`src/rtl/sru_pkg.sv`:
```
package sru_pkg;
  function automatic logic maj3(input logic a, input logic b, input logic c);
    return (a & b) | (a & c) | (b & c);
  endfunction
endpackage

```
`src/rtl/sru_timebase.sv`:
```
module sru_timebase #(
  parameter int TRIG_BIT = 33
) (
  input  logic clk_i,
  input  logic rst_ni,
  input  logic clear_i,
  input  logic step_i,
  output logic trig_o
);
  localparam int TW = TRIG_BIT + 1;
  localparam logic [TW-1:0] ONE = TW'(1);

  logic [TW-1:0] tb_q;

  always_ff @(posedge clk_i or negedge rst_ni) begin
    if (!rst_ni)      tb_q <= '0;
    else if (clear_i) tb_q <= '0;
    else if (step_i)  tb_q <= tb_q + ONE;
  end

  assign trig_o = tb_q[TRIG_BIT];

  AST_TB_FROZEN: assert property (@(posedge clk_i) disable iff (!rst_ni)
    !clear_i && !step_i |=> $stable(tb_q));
endmodule

```
`src/rtl/sru_chain.sv`:
```
module sru_chain #(
  parameter int CHAIN_LEN = 64
) (
  input  logic clk_i,
  input  logic rst_ni,
  input  logic clear_i,
  input  logic step_i,
  input  logic flip_i,
  output logic mismatch_o
);
  localparam int FW = $clog2(CHAIN_LEN + 1);
  localparam logic [FW-1:0] FULL = FW'(CHAIN_LEN);
  localparam logic [FW-1:0] ONE  = FW'(1);
  localparam logic ODD = (CHAIN_LEN % 2) == 1;

  logic                 pat_q;
  logic [FW-1:0]        fill_q;
  logic [CHAIN_LEN-1:0] chain_q;
  logic                 filled;

  always_ff @(posedge clk_i or negedge rst_ni) begin
    if (!rst_ni) begin
      pat_q  <= 1'b0;
      fill_q <= '0;
    end else if (clear_i) begin
      pat_q  <= 1'b0;
      fill_q <= '0;
    end else if (step_i) begin
      pat_q <= ~pat_q;
      if (fill_q != FULL) fill_q <= fill_q + ONE;
    end
  end

  // stage 0 takes the pattern; later stages copy their neighbour
  always_ff @(posedge clk_i or negedge rst_ni) begin
    if (!rst_ni)     chain_q[0] <= 1'b0;
    else if (step_i) chain_q[0] <= pat_q ^ flip_i;
  end

  for (genvar i = 1; i < CHAIN_LEN; i++) begin : g_stage
    always_ff @(posedge clk_i or negedge rst_ni) begin
      if (!rst_ni)     chain_q[i] <= 1'b0;
      else if (step_i) chain_q[i] <= chain_q[i-1];
    end
  end

  assign filled = (fill_q == FULL);
  // alternating stream: output lags by CHAIN_LEN cycles, i.e. parity of length
  assign mismatch_o = step_i & filled & (chain_q[CHAIN_LEN-1] != (pat_q ^ ODD));

  AST_FILL_MONO: assert property (@(posedge clk_i) disable iff (!rst_ni)
    !clear_i |=> fill_q >= $past(fill_q));
endmodule

```
`src/rtl/sru_tmr_count.sv`:
```
module sru_tmr_count #(
  parameter int CNT_W = 16
) (
  input  logic             clk_i,
  input  logic             rst_ni,
  input  logic             clear_i,
  input  logic             inc_i,
  output logic [CNT_W-1:0] count_o
);
  import sru_pkg::*;

  localparam int LANES = 3;
  localparam logic [CNT_W-1:0] ONE = CNT_W'(1);

  logic [CNT_W-1:0] cnt_q [LANES];

  for (genvar l = 0; l < LANES; l++) begin : g_lane
    always_ff @(posedge clk_i or negedge rst_ni) begin
      if (!rst_ni)                      cnt_q[l] <= '0;
      else if (clear_i)                 cnt_q[l] <= '0;
      else if (inc_i && ~&cnt_q[l])     cnt_q[l] <= cnt_q[l] + ONE;
    end

    AST_NO_OVERFLOW: assert property (@(posedge clk_i) disable iff (!rst_ni)
      !clear_i && (&cnt_q[l]) |=> &cnt_q[l]);
    AST_STEP_ONE: assert property (@(posedge clk_i) disable iff (!rst_ni)
      !clear_i |=> (cnt_q[l] == $past(cnt_q[l])) ||
                   (cnt_q[l] == CNT_W'($past(cnt_q[l]) + ONE)));
  end

  for (genvar b = 0; b < CNT_W; b++) begin : g_vote
    assign count_o[b] = maj3(cnt_q[0][b], cnt_q[1][b], cnt_q[2][b]);
  end

  AST_LANES_AGREE: assert property (@(posedge clk_i) disable iff (!rst_ni)
    (cnt_q[0] == cnt_q[1]) && (cnt_q[1] == cnt_q[2]));
endmodule

```
`src/rtl/sru_top.sv`:
```
module sru_top #(
  parameter int CHAIN_LEN = 64,
  parameter int TRIG_BIT  = 33,
  parameter int CNT_W     = 16
) (
  input  logic             clk_i,
  input  logic             rst_ni,
  input  logic             start_i,
  input  logic             flip_i,
  output logic             done_o,
  output logic [CNT_W-1:0] err_count_o
);
  logic running_q, done_q;
  logic trig, active, mismatch;

  assign active = running_q & ~trig & ~start_i;

  always_ff @(posedge clk_i or negedge rst_ni) begin
    if (!rst_ni) begin
      running_q <= 1'b0;
      done_q    <= 1'b0;
    end else if (start_i) begin
      running_q <= 1'b1;
      done_q    <= 1'b0;
    end else if (running_q && trig) begin
      running_q <= 1'b0;
      done_q    <= 1'b1;
    end
  end

  sru_timebase #(.TRIG_BIT(TRIG_BIT)) u_tb (
    .clk_i(clk_i), .rst_ni(rst_ni), .clear_i(start_i),
    .step_i(active), .trig_o(trig)
  );

  sru_chain #(.CHAIN_LEN(CHAIN_LEN)) u_chain (
    .clk_i(clk_i), .rst_ni(rst_ni), .clear_i(start_i),
    .step_i(active), .flip_i(flip_i), .mismatch_o(mismatch)
  );

  sru_tmr_count #(.CNT_W(CNT_W)) u_cnt (
    .clk_i(clk_i), .rst_ni(rst_ni), .clear_i(start_i),
    .inc_i(mismatch), .count_o(err_count_o)
  );

  assign done_o = done_q;

  AST_DONE_HOLD: assert property (@(posedge clk_i) disable iff (!rst_ni)
    done_q && !start_i |=> done_q);
  AST_COUNT_FROZEN: assert property (@(posedge clk_i) disable iff (!rst_ni)
    done_q && !start_i |=> $stable(err_count_o));
  AST_START_CLEARS: assert property (@(posedge clk_i) disable iff (!rst_ni)
    start_i |=> !done_q && (err_count_o == '0));
  AST_IDLE_QUIET: assert property (@(posedge clk_i) disable iff (!rst_ni)
    !running_q && !start_i |=> $stable(err_count_o));
endmodule

```
`config.mk`:
```
export PLATFORM = sky130hd
export DESIGN_NAME = sru_top
export DESIGN_NICKNAME = d
export VERILOG_FILES = /design/src/rtl/sru_pkg.sv /design/src/rtl/sru_timebase.sv /design/src/rtl/sru_chain.sv /design/src/rtl/sru_tmr_count.sv /design/src/rtl/sru_top.sv
export SDC_FILE = /design/constraint.sdc
export NUM_CORES = 1
export LEC_CHECK = 0
export ABC_CLOCK_PERIOD_IN_PS = 2300
export BUFFER_PORTS_ARGS = -buffer_cell sky130_fd_sc_hd__buf_2
export CAP_MARGIN = 15
export CORE_MARGIN = 3
export CORE_UTILIZATION = 40
export CTS_CLUSTER_SIZE = 25
export DETAILED_ROUTE_END_ITERATION = 8
export PLACE_DENSITY = 0.52
export SYNTH_ARGS = -nofsm -noshare
export SYNTH_HDL_FRONTEND = slang
export SYNTH_SLANG_ARGS = --single-unit
```
`constraint.sdc`:
```
create_clock -name clk_i -period 2.3 [get_ports clk_i]
set_clock_uncertainty 0.15 [all_clocks]
set_input_delay 0.115 -clock clk_i [delete_from_list [all_inputs] [get_ports clk_i]]
set_output_delay 0.115 -clock clk_i [all_outputs]
set_load 0.05 [all_outputs]
```
==> metrics.txt <==
Hold/Removal Path Class in -> async; total grt overflow 0; met3 WL 594 um; Sw Share 0.223; Die Wd 141 um; Final Hold Viols 0; row count 48; top-area cell type share of the netlist area 0.534; Top Layer Used met4; Final #Nets 706; total CTS buffers 17; Sequential Power Share 0.485; main combinational cell family by area after synthesis simple AND/OR/NAND/NOR gates; Core Footprint 17600 um2; port buffer count 20; dominant cell type by area after synthesis dfrtp_1; final RePlAce weighted congestion 0.825; Detail Route Antenna Nets 0; Critical Path Start Type register; largest net degree at the start of global routing 94; Slew Viols, Final 0; number of fill cells 1613; # DRC 0; post-synthesis mux area share 0.100; Diodes inserted 0; DR pass1 iterations 4; max cap viols 0; Total Routing Usage GR 0.152; metal1 wirelength 6790 um; max_slew headroom 0.349; Seq cells post-synth 156; Syn Area/Cell 11.1 um2; total number of vias 4958; ys flop type dfrtp_1; Setup CP Type reg -> reg; H-tree depth 4; Die ar. 19900 um2; routed vias/inst 5.31; Clk pwr share 0.451; Worst-Margin Slew 0.976 ns; compound-cell area share of the yosys netlist 0.0293; post-synthesis cell count 659; most frequent cell after synthesis dfrtp_1; Distinct cells, synth 44; vias in the first global route 5053; Worst-Skew Late Latency 0.42 ns; layout cells sized above 1 0.243; P&R area growth vs syn 17.0%; outcome finished clean; mean routed wirelength per cell 15.3 um; final period utilization 0.959; overall routed net length 14300 um; initial antenna violation count 0; pre-CTS setup slack 0.0200 ns; Critical Path AT 2.32 ns; worst reg2reg startpoint u_chain.fill_q[0]; Synth area leaders dfrtp_1, mux2_2, nor2_1; met2 wire length 6630 um; synth cell count leaders dfrtp_1, nor2_1, mux2_2; Pint 0.00496 W; starting DRC count in detailed routing 345; synthesized cell area 7310 um2; RSZ-0062 raised after global routing yes; Seq/Total Area, Yosys 0.534; Critical Path Source u_chain.fill_q[0]; Longest Clk Path Bufs 2; ys async rst share 1.00; # IOs 21; Die Y 141 um; clock sinks 156; combinational share of power 0.064; Reg clk slew, reported paths 0.06 ns; FMAX 454 MHz; worst endpoint required time 2.42 ns; worst vdd ir 0.510 mV; Core Util, Final 0.486; clock root cell clkbuf_16; Final Setup Violations 0; Post-Synth XOR/XNOR Area 0.0923; post-layout worst setup margin 0.0951 ns; fin crit period 2.20 ns; Post-Synth Adder-Cell Area 0.0322; P_sw 0.00142 W; CTS tree yes; first-pass GRT wire length 24600 um; CP max FO 8; Simple-Gate Fraction of Synth Area 0.188; crit path capture type register; power per cell area 746 nW/um2; synth warn 0; Post-synth EDFFs 0; syn_nets 669; Pleak 3.64 nW; initial core utilization 0.415; hpwl dp 9310 um
[final timing paths]
kind	to	slack, ns	cells after the start
setup reg to reg	u_cnt.cnt_q[30]	0.1	8
hold reg to reg	u_chain.chain_q[11]	0.35	1
min in group clk_i	u_chain.chain_q[0]	0.05	5
hold / removal	u_chain.chain_q[8]	0.05	2
setup / recovery	u_cnt.cnt_q[30]	0.1	8
max in group asynchronous	u_tb.tb_q[27]	1.27	3
[cells in the final DEF, fill, tap and decap left out, drive strengths merged, types with 16 or more instances in the layout]
cell and count:
buf 50, xor2 36, nor3 16, clkbuf 20
dfrtp 156, nand4 37, nand3 24, xnor2 41
nor2 97, nand2 26, maj3 16, mux2 64
[area by class of cell]
cell class              instances  area [um2]  area share
inverters                       9        33.8     0.00395
multi-input cells             460        3330       0.390
flip-flops and latches        156        3910       0.457
clock buffers                  20         447      0.0522
well taps                     225         282      0.0329
clock inverters                12         160      0.0187
repair buffers                 52         393      0.0459
[power groups by stage]
stage	clock network (W)	registers [W]	logic [W]
floorplan	0	0.00311	0.000294
global placement	0	0.00313	0.000398
detailed placement	0	0.00315	0.000417
CTS	0.00297	0.00310	0.000421
global route	0.00309	0.00313	0.000458
finish	0.00288	0.00309	0.000407
[flip-flops by register name, summed over array words and instances, names as in the netlist]
signal	flops
done_o	1
running_q	1
u_chain.chain_q	64
u_tb.tb_q	34
u_chain.pat_q	1
u_chain.fill_q	7
u_cnt.cnt_q	48
[per-stage QoR]
stage | instance area, um2 | hold slack, ns | setup TNS (ns) | power (W) | std cells
6_report | 8550 | 0.0457 | 0 | 0.00638 | 934
5_1_grt | 8550 | 0.0408 | -0.518 | 0.00668 | 934
4_1_cts | 8440 | 0.0256 | 0 | 0.00649 | 932
3_5_place_dp | 7810 | -0.0718 | 0 | 0.00356 | 898
3_3_place_gp | 7810 | -0.0797 | 0 | 0.00353 | 898
2_1_floorplan | 7310 | -0.331 | 0 | 0.00340 | 659
[per-layer routing]
layer,vias up,global-route usage
li1,2375,-
met1,2467,0.202
met2,92,0.236
met3,24,0.0414
met4,0,0.0622
met5,-,0
[worst max-delay path, cell delays in order (launching register included)]
cell	delay, ns
dfrtp_1	0.38
inv_1	0.07
ha_1	0.14
nor4b_4	0.29
nand4_4	0.22
buf_4	0.24
nor4_1	0.35
xnor2_1	0.16
nor2_1	0.05
[what timing repair did]
item	in CTS	in global routing
setup endpoints to repair	0	35
buffers inserted	0	2
hold buffers	2	0
hold endpoints to repair	157	0
gates resized for setup	0	20
[cells by family after synthesis]
| group | count (synthesis) |
|---|---|
| xor gates and xnor gates | 77 |
| muxes | 65 |
| adders and majority gates | 22 |
| DFF | 156 |
| and+or+nand+nor | 262 |
| buffers and inverters | 43 |
| AOI/OAI and AO/OA | 34 |
No activity file was read; power rests on OpenSTA's default activity.
